===== src/rtl/baud_gen_pkg.sv =====
package baud_gen_pkg;

  // Rate class derived from the integer divisor code
  typedef enum logic [1:0] {
    RATE_EVERY_CYCLE = 2'd0,  // code 0: one tick per reference cycle
    RATE_ONE_HALF    = 2'd1,  // code 1: mean spacing of 1.5 cycles
    RATE_FRACTIONAL  = 2'd2   // code >= 2: integer plus eighths
  } rate_mode_e;

  function automatic rate_mode_e classify_code(input int unsigned code);
    if (code == 0)      return RATE_EVERY_CYCLE;
    else if (code == 1) return RATE_ONE_HALF;
    else                return RATE_FRACTIONAL;
  endfunction

endpackage


===== src/rtl/baud_cfg_hold.sv =====
// Holds the active divisor and a pending one that waits for the interval boundary.
module baud_cfg_hold #(
  parameter int INT_W    = 14,
  parameter int FRAC_W   = 3,
  parameter int RST_INT  = 26,
  parameter int RST_FRAC = 0
) (
  input  logic              clk_i,
  input  logic              rst_i,
  input  logic              load_i,
  input  logic [INT_W-1:0]  int_i,
  input  logic [FRAC_W-1:0] frac_i,
  input  logic              reload_i,
  output logic [INT_W-1:0]  sel_int_o,
  output logic [FRAC_W-1:0] sel_frac_o,
  output logic              fresh_o
);

  logic [INT_W-1:0]  pend_int_q, act_int_q;
  logic [FRAC_W-1:0] pend_frac_q, act_frac_q;
  logic              pend_valid_q;

  always_ff @(posedge clk_i) begin
    if (rst_i) begin
      pend_int_q   <= '0;
      pend_frac_q  <= '0;
      pend_valid_q <= 1'b0;
      act_int_q    <= INT_W'(RST_INT);
      act_frac_q   <= FRAC_W'(RST_FRAC);
    end else begin
      if (reload_i && pend_valid_q) begin
        act_int_q  <= pend_int_q;
        act_frac_q <= pend_frac_q;
      end
      if (load_i) begin
        pend_int_q   <= int_i;
        pend_frac_q  <= frac_i;
        pend_valid_q <= 1'b1;
      end else if (reload_i) begin
        pend_valid_q <= 1'b0;
      end
    end
  end

  // The divisor that governs the interval starting at this boundary
  always_comb begin
    if (pend_valid_q) begin
      sel_int_o  = pend_int_q;
      sel_frac_o = pend_frac_q;
    end else begin
      sel_int_o  = act_int_q;
      sel_frac_o = act_frac_q;
    end
    fresh_o = pend_valid_q;
  end


  load_capture_chk: assert property (@(posedge clk_i) disable iff (rst_i)
    load_i |=> (pend_valid_q && pend_int_q == $past(int_i) && pend_frac_q == $past(frac_i)));

endmodule


===== src/rtl/baud_phase_acc.sv =====
// Maps the divisor code to an integer/eighths pair and picks the next interval length.
module baud_phase_acc
  import baud_gen_pkg::*;
#(
  parameter int INT_W  = 14,
  parameter int FRAC_W = 3
) (
  input  logic              clk_i,
  input  logic              rst_i,
  input  logic              reload_i,
  input  logic              fresh_i,
  input  logic [INT_W-1:0]  int_i,
  input  logic [FRAC_W-1:0] frac_i,
  output logic [INT_W:0]    period_o
);

  localparam logic [FRAC_W-1:0] HALF_STEP = {1'b1, {(FRAC_W-1){1'b0}}};

  rate_mode_e        mode;
  logic [INT_W-1:0]  eff_int;
  logic [FRAC_W-1:0] eff_frac;
  logic [FRAC_W-1:0] acc_q, acc_base;
  logic [FRAC_W:0]   sum;
  logic              carry;

  always_comb begin
    mode = classify_code(32'(int_i));
    case (mode)
      RATE_EVERY_CYCLE: begin
        eff_int  = INT_W'(1);
        eff_frac = '0;
      end
      RATE_ONE_HALF: begin
        eff_int  = INT_W'(1);
        eff_frac = HALF_STEP;
      end
      default: begin
        eff_int  = int_i;
        eff_frac = frac_i;
      end
    endcase
    acc_base = fresh_i ? '0 : acc_q;
    sum      = {1'b0, acc_base} + {1'b0, eff_frac};
    carry    = sum[FRAC_W];
    period_o = {1'b0, eff_int} + {{INT_W{1'b0}}, carry};
  end

  always_ff @(posedge clk_i) begin
    if (rst_i)         acc_q <= '0;
    else if (reload_i) acc_q <= sum[FRAC_W-1:0];
  end


  period_range_chk: assert property (@(posedge clk_i) disable iff (rst_i)
    (int_i > INT_W'(1)) |-> (period_o == {1'b0, int_i} || period_o == {1'b0, int_i} + (INT_W+1)'(1)));

  full_rate_chk: assert property (@(posedge clk_i) disable iff (rst_i)
    (int_i == '0) |-> (period_o == (INT_W+1)'(1)));

  half_rate_chk: assert property (@(posedge clk_i) disable iff (rst_i)
    (int_i == INT_W'(1)) |-> (period_o == (INT_W+1)'(1) || period_o == (INT_W+1)'(2)));

endmodule


===== src/rtl/baud_down_counter.sv =====
// Counts down each interval and emits the registered tick at its end.
module baud_down_counter #(
  parameter int CNT_W = 15
) (
  input  logic             clk_i,
  input  logic             rst_i,
  input  logic [CNT_W-1:0] period_i,
  output logic             reload_o,
  output logic             tick_o
);

  logic [CNT_W-1:0] cnt_q;
  logic             tick_q;

  assign reload_o = (cnt_q == CNT_W'(1));
  assign tick_o   = tick_q;

  always_ff @(posedge clk_i) begin
    if (rst_i) begin
      cnt_q  <= CNT_W'(1);
      tick_q <= 1'b0;
    end else if (reload_o) begin
      cnt_q  <= period_i;
      tick_q <= 1'b1;
    end else begin
      cnt_q  <= cnt_q - CNT_W'(1);
      tick_q <= 1'b0;
    end
  end


  period_nonzero_chk: assert property (@(posedge clk_i) disable iff (rst_i)
    reload_o |-> (period_i != '0));

  no_back_to_back_chk: assert property (@(posedge clk_i) disable iff (rst_i)
    (reload_o && period_i >= CNT_W'(2)) |=> ##1 !tick_q);

endmodule


===== src/rtl/baud_tick_gen.sv =====
module baud_tick_gen #(
  parameter int INT_W    = 14,
  parameter int FRAC_W   = 3,
  parameter int RST_INT  = 26,
  parameter int RST_FRAC = 0
) (
  input  logic              clk_i,
  input  logic              rst_i,
  input  logic [INT_W-1:0]  div_int_i,
  input  logic [FRAC_W-1:0] div_frac_i,
  input  logic              load_i,
  output logic              tick_o
);

  localparam int CNT_W = INT_W + 1;

  logic [INT_W-1:0]  sel_int;
  logic [FRAC_W-1:0] sel_frac;
  logic              fresh;
  logic              reload;
  logic [CNT_W-1:0]  period;

  baud_cfg_hold #(
    .INT_W(INT_W), .FRAC_W(FRAC_W), .RST_INT(RST_INT), .RST_FRAC(RST_FRAC)
  ) cfg_i (
    .clk_i(clk_i), .rst_i(rst_i), .load_i(load_i),
    .int_i(div_int_i), .frac_i(div_frac_i), .reload_i(reload),
    .sel_int_o(sel_int), .sel_frac_o(sel_frac), .fresh_o(fresh)
  );

  baud_phase_acc #(.INT_W(INT_W), .FRAC_W(FRAC_W)) acc_i (
    .clk_i(clk_i), .rst_i(rst_i), .reload_i(reload), .fresh_i(fresh),
    .int_i(sel_int), .frac_i(sel_frac), .period_o(period)
  );

  baud_down_counter #(.CNT_W(CNT_W)) cnt_i (
    .clk_i(clk_i), .rst_i(rst_i), .period_i(period),
    .reload_o(reload), .tick_o(tick_o)
  );


  reset_quiet_chk: assert property (@(posedge clk_i)
    $past(rst_i) |-> !tick_o);

endmodule


===== config.mk =====
export PLATFORM = sky130hd
export DESIGN_NAME = baud_tick_gen
export DESIGN_NICKNAME = d
export VERILOG_FILES = /design/src/rtl/baud_gen_pkg.sv /design/src/rtl/baud_cfg_hold.sv /design/src/rtl/baud_phase_acc.sv /design/src/rtl/baud_down_counter.sv /design/src/rtl/baud_tick_gen.sv
export SDC_FILE = /design/constraint.sdc
export NUM_CORES = 1
export LEC_CHECK = 0
export CAP_MARGIN = 0
export CORE_MARGIN = 1.5
export CORE_UTILIZATION = 63
export CTS_CLUSTER_DIAMETER = 100
export DETAILED_ROUTE_END_ITERATION = 8
export PLACE_DENSITY = 0.95
export SKIP_LAST_GASP = 1
export SLEW_MARGIN = 15
export SYNTH_ARGS = -nofsm -noshare
export SYNTH_HDL_FRONTEND = slang
export SYNTH_HIERARCHICAL = 1
export SYNTH_SLANG_ARGS = --single-unit

===== constraint.sdc =====
create_clock -name clk_i -period 7 [get_ports clk_i]
set_input_delay 1.4 -clock clk_i [delete_from_list [all_inputs] [get_ports clk_i]]
set_output_delay 1.4 -clock clk_i [all_outputs]
set_load 0.01 [all_outputs]

After elaboration in Yosys (flattened, before gate mapping)
Index checks and enable logic that the tools add are counted.

Reductions and logical operators: 5. Multiplexer cells: 11. $add $sub $neg: 3. Eq/ne operators: 3.

Operators with widths (number): $mux W14 (2); $add A14 B1 Y15 (1); $eq A15 B1 Y1 const B (1); $mux W15 (1); $sub A15 B1 Y15 const B (1); $eq A14 B1 Y1 const B (1); $logic_not A14 Y1 (1); $mux W3 (2); $pmux W3 S2 (1); $add A3 B3 Y4 (1); $mux W2 (2); $mux W1 (3); $eq A2 B1 Y1 const B (1); $logic_not A2 Y1 (1); $reduce_bool A2 Y1 (1); $reduce_or A2 Y1 (1); $logic_and A1 B1 Y1 (1).

Input port bits: 20. Flip-flop bits (word level): 54.

Depth between registers and ports, before layout
Depth in word-level cells: 9. Mapped depth: 17. Mapped depth without buffers: 16.

Modules after synthesis
The synthesis kept the hierarchy.

Modules (own cells, without submodules): baud_cfg_hold (sequential area each 700.7 sq um, area each 1552.7 sq um, instances 1, cells an instance 152); baud_down_counter (sequential area each 320.3 sq um, area each 865.8 sq um, instances 1, cells an instance 93); baud_phase_acc (sequential area each 60.1 sq um, area each 489.2 sq um, instances 1, cells an instance 63).

Least setup slack after synthesis
No wires, ideal clock.

Path type: register to register. From: register cfg_i.pend_valid_q, in the netlist cfg_i/fresh_o. To: register cnt_i.cnt_q[14]. Slack: 3.601 ns. Data required time: 6.872 ns. Period minus slack after synthesis: 3.399 ns. Arrival time: 3.271 ns. Library setup time: 0.128 ns. Path buffers: 1. Stages on the path, launching flop included: 18. Cell sequence: dfxtp_1 -> buf_2 -> mux2_2 -> nor4_1 -> nand4_1 -> and2_2 -> ha_1 -> a21o_1 -> a21o_1 -> ha_1 -> ha_1 -> inv_1 -> nor2_1 -> nand2_1 -> nor2_1 -> mux2i_1 -> a2bb2oi_1 -> nor2_1.

Longest elaborated chain between the ends: 9. Elaborated cells between the ends (all ways): 15. Those cells by class: 2 x add/sub; 2 x eq/ne; 8 x mux; 3 x reduce/logical.

RTL lines: start: declaration (RTL line baud_cfg_hold.sv:21) `logic pend_valid_q;`; start signal: assignment (RTL line baud_cfg_hold.sv:27) `pend_valid_q <= 1'b0;`; start signal: assignment (RTL line baud_cfg_hold.sv:38) `pend_valid_q <= 1'b1;`; start signal: assignment (RTL line baud_cfg_hold.sv:40) `pend_valid_q <= 1'b0;`; $mux W14 (*) (RTL line baud_cfg_hold.sv:47) `if (pend_valid_q) begin`; named net sel_int[1] (RTL line baud_tick_gen.sv:17) `logic [INT_W-1:0] sel_int;`; $eq A14 B1 Y1 (RTL line baud_gen_pkg.sv:12) `else if (code == 1) return RATE_ONE_HALF;`; $mux W2 (RTL line baud_gen_pkg.sv:12); $mux W2 (RTL line baud_gen_pkg.sv:11) `if (code == 0) return RATE_EVERY_CYCLE;`; $eq A2 B1 Y1 / $logic_not A2 Y1 (equally long branches) (RTL line baud_phase_acc.sv:28) `case (mode)`; $pmux W3 S2 / $reduce_or A2 Y1 (equally long branches); $add A3 B3 Y4 / $mux W14 (equally long branches) (RTL line baud_phase_acc.sv:43, baud_phase_acc.sv:28); $add A14 B1 Y15 (*) (RTL line baud_phase_acc.sv:45) `period_o = {1'b0, eff_int} + {{INT_W{1'b0}}, carry};`; named net period[14] (RTL line baud_tick_gen.sv:21) `logic [CNT_W-1:0] period;`; $mux W15 (*) (RTL line baud_down_counter.sv:22) `end else if (reload_o) begin`; end signal: assignment (RTL line baud_down_counter.sv:23) `cnt_q <= period_i;`; end signal: assignment (RTL line baud_down_counter.sv:26) `cnt_q <= cnt_q - CNT_W'(1);`; end: declaration (RTL line baud_down_counter.sv:12) `logic [CNT_W-1:0] cnt_q;`.

Mark *: on every way through the listed nets, which the timed path passes. The rest lies on a longest branch. A chain may end at the register's enable or synchronous reset.

Final worst setup path
From: register cfg_i.pend_valid_q, in the netlist cfg_i/fresh_o. To: register cnt_i.cnt_q[8].

Longest elaborated chain between the ends: 9. Elaborated cells between the ends (all ways): 15. Those cells by class: 2 x add/sub; 2 x eq/ne; 8 x mux; 3 x reduce/logical.

RTL lines (RTL line): $mux W14 (*) (baud_cfg_hold.sv:47); named net sel_int[10] (baud_tick_gen.sv:17); $eq A14 B1 Y1 (baud_gen_pkg.sv:12); $mux W2 (baud_gen_pkg.sv:12); $mux W2 (*) (baud_gen_pkg.sv:11); $eq A2 B1 Y1 / $logic_not A2 Y1 (equally long branches) (baud_phase_acc.sv:28); $pmux W3 S2 / $reduce_or A2 Y1 (equally long branches); $add A3 B3 Y4 / $mux W14 (equally long branches) (baud_phase_acc.sv:43, baud_phase_acc.sv:28); $add A14 B1 Y15 (*) (baud_phase_acc.sv:45); named net period[8] (baud_tick_gen.sv:21); $mux W15 (*) (baud_down_counter.sv:22).

Marks and branches as above.

==> impl_results.md <==
* Vias in the first global route at 2166
* Ys flop type: dfxtp_1
* Sequential share of the synthesized area at 37.2%
* H-Tree Depth at 2
* CTS tree: yes
* Post-synthesis adder-cell area fraction at 3.70%
* Final nets at 344
* Arr. time, crit path at 4.80 ns
* Num CTS Buffers at 5
* Full die area at 5030 sq um
* Area post-placement at 3050 sq um
* Worst setup SP type: register
* Async SR Flop Fraction at 0%
* I/O Pins at 21
* CP dominant cell by count: ha_1
* Post-route cell area at 3160 sq um
* Hold_sp: cfg_i/act_int_q[4]
* Deepest clock path buffer count at 2
* Leak pwr at 1.29 nW
* Drt via density at 6.16
* Peak supply drop at 132 uV
* GP Congestion at 0.821
* Residual DRC at 0
* Syn Inst Count at 308
* Antenna-violating nets left at 0
* Initial Util at 66.3%
* Hold EP: cfg_i/act_int_q[4]
* Simple-gate share of the synthesized area at 19.5%
* Reg2reg setup slack at 2.41 ns
* Final period util at 65.6%
* Reg2Reg Depth at 16
* Yosys warnings at 6
* CP peak stage delay at 0.93 ns
* Final Util at 72.1%
* Fillcell total at 309
* Dpl hpwl at 3890 um
* Vias at 2268
* Compound-cell area share of the yosys netlist at 13.4%
* ANT cells at 0
* Hold Violations, Final at 0
* Fraction of layout cells with a size suffix above 1 at 15.8%
* # port buffers at 20
* Total track usage at 23.9%
* Largest net degree at the start of global routing at 55
* CTS clk-pin slew, worst paths at 0.10 ns
* Minimum clock period at 4.59 ns
* Chip width at 70.9 um
* Postcts setup bufs at 0
* Fmax at 218 MHz
* Worst r2r src: cfg_i/fresh_o
* Largest family of logic cells by synthesized area: simple AND/OR/NAND/NOR gates
* Yosys reg bits at 54
* Largest delay contributor family on the critical path: simple AND/OR/NAND/NOR gates
* Sink Count at 54
* Core Region at 4380 sq um
* Final Non-Filler Cells at 368
* Hold WS at 0.477 ns
* Routed wire length at 5610 um
* Initial antenna violation count at 0
* CTS Hold Bufs at 0
* Core Rows at 24
* Top post-synthesis cells by area: dfxtp_1 (37%), mux2i_1 (7.2%), mux2_2 (7.0%)
* RSZ-0062 raised after global routing: no
* CP Cell Sequence: buf_4 > mux2_2 > nor4_1 > nand4_1 > and2_2 > ha_1 > a21o_1 > a21o_1 > ha_1 > ha_1 > inv_1 > nor2_1 > nand3_1 > xnor2_1 > nor2_1 > a211oi_1
* Mapped cell area at 2910 sq um
* Multiplexer area fraction after synthesis at 14.2%
* WHS Path Cells at 1
* Syn Area/Cell at 9.44 sq um
* Setup TNS at 0 ns
* Post-Synth XOR/XNOR Area at 7.23%
* Synth top area share at 37.2%
* Worst path bufs/invs at 2
* Status: finished clean
* Worst setup margin at 2.41 ns
* DR WL/cell at 15.2 um
* Cell taking the most area after synthesis: dfxtp_1
* Multi-input gate area at 1690 sq um
* CP Capture Type: register
* Slew margin rel. at 26.9%
* Post-synth EDFFs at 0
* Library cells used by synthesis at 41
* Pwr dens at 281 nW/um^2
* Area Overhead vs Synth at 8.73%
* Dpl ws at 2.56 ns
* Net Count, Synth at 336
* Dpl cells at 361
* Worst slew pin tran at 1.09 ns
* Die H at 70.9 um
* Resized Gates After CTS at 0
* Critical Path RT at 7.21 ns
* First-pass GRT wire length at 9820 um
* Power, Total at 887 uW
* Endpoints failing setup at 0
* CP Max Fanout at 28
* Latest clock arrival within the worst-skew pair at 0.31 ns
* Maxcap violations at 0
* Drt first pass iters at 5
* DR iter-0 viols at 122
* Hold crit path type: reg -> reg
* Aggregate global routing overflow at 0
* Clock skew at 0.00823 ns
* Crit-path slowest cell: dfxtp_1
* CTS root buf: clkbuf_8
* Worst r2r dst: cnt_i/cnt_q[8]
* Reg area at 1080 sq um
* CP Class: reg -> reg
* Slew Limit Fails at 0
[worst reg2reg max path, delay by kind of cell, from the launching register on]
| family | cells | cell delay (ns) |
|---|---|---|
| flip-flops | 1 | 0.93 |
| AND/OR/NAND/NOR | 6 | 1.33 |
| XOR/XNOR | 1 | 0.17 |
| buffers and inverters | 2 | 0.48 |
| adder cells (fa/ha/maj) | 3 | 0.68 |
| AO/OA/AOI/OAI | 3 | 0.47 |
| multiplexers | 1 | 0.42 |
[sequential cells by signal (all words and copies together), names as in the netlist]
signal             flops
cnt_i/cnt_q           15
cfg_i/act_int_q       14
cfg_i/pend_int_q      14
acc_i/acc_q            3
cfg_i/act_frac_q       3
cfg_i/pend_frac_q      3
cfg_i/fresh_o          1
cnt_i/tick_o           1
[cell usage after synthesis (3+ instances only)]
master,count
nor2b_1,3
nor2_1,44
a21bo_2,14
mux2i_1,21
a211oi_1,11
clkbuf_1,6
inv_1,5
xor2_1,9
nor4_1,4
buf_6,3
nand4_1,7
mux2_2,18
nor3_1,3
a211o_1,3
ha_1,7
a21oi_1,15
xnor2_1,15
nand2_1,8
and3_1,4
nand3_1,21
buf_2,7
buf_4,4
dfxtp_1,54
[how the worst max path moves through the flow]
| stage | from | to | slack, ns | cells after the start |
|---|---|---|---|---|
| after detailed placement | cfg_i/fresh_o | cnt_i/cnt_q[14] | 2.56 | 17 |
| after CTS | cfg_i/fresh_o | cnt_i/cnt_q[8] | 2.50 | 16 |
| after floorplan | cfg_i/fresh_o | cnt_i/cnt_q[14] | 3.60 | 17 |
| final | cfg_i/fresh_o | cnt_i/cnt_q[8] | 2.41 | 16 |
| after global routing | cfg_i/fresh_o | cnt_i/cnt_q[8] | 2.07 | 16 |
| after global placement | cfg_i/fresh_o | cnt_i/cnt_q[12] | 2.77 | 16 |
[report_power, final]
part           leakage (nW)  switching, mW  internal [mW]  total [mW]
combinational         0.791          0.160          0.130       0.289
clock                0.0542         0.0995          0.105       0.205
sequential            0.442         0.0445          0.348       0.393
[layer usage]
layer  track usage (%)  part of all wire [%]
met5                 0                     0
met1              30.9                    45
met4              9.64                   2.1
met3              5.70                   4.6
met2              38.7                    48
[final cells by class]
type                            count  share of cell area (%)
Multi-Input combinational cell    229                    53.3
Sequential cell                    54                    34.2
Timing Repair Buffer               21                    6.41
Clock buffer                        5                    2.18
Tap cell                           52                    2.06
Clock inverter                      2                    1.23
Inverter                            5                   0.594
[cell families after synthesis]
family | Yosys count
fa+ha+maj | 8
flops | 54
buf+inv | 25
mux | 39
simple gates | 108
compound gates | 50
xor+xnor | 24
[layout by cell type (no fill, tap or decap), types with 3 or more instances in the layout]
cell             instances
mux2_2                  18
nor3_1                   3
nand2_1                  8
nor4_1                   4
xnor2_1                 15
xor2_1                   9
and3_1                   4
nor2_1                  44
a21oi_1                 15
mux2i_1                 21
ha_1                     7
a211o_1                  3
clkdlybuf4s50_1         19
inv_1                    5
a21bo_2                 14
nor2b_1                  3
nand3_1                 21
a211oi_1                11
clkbuf_8                 5
dfxtp_1                 54
nand4_1                  7
(Power assumes the default switching activity.)
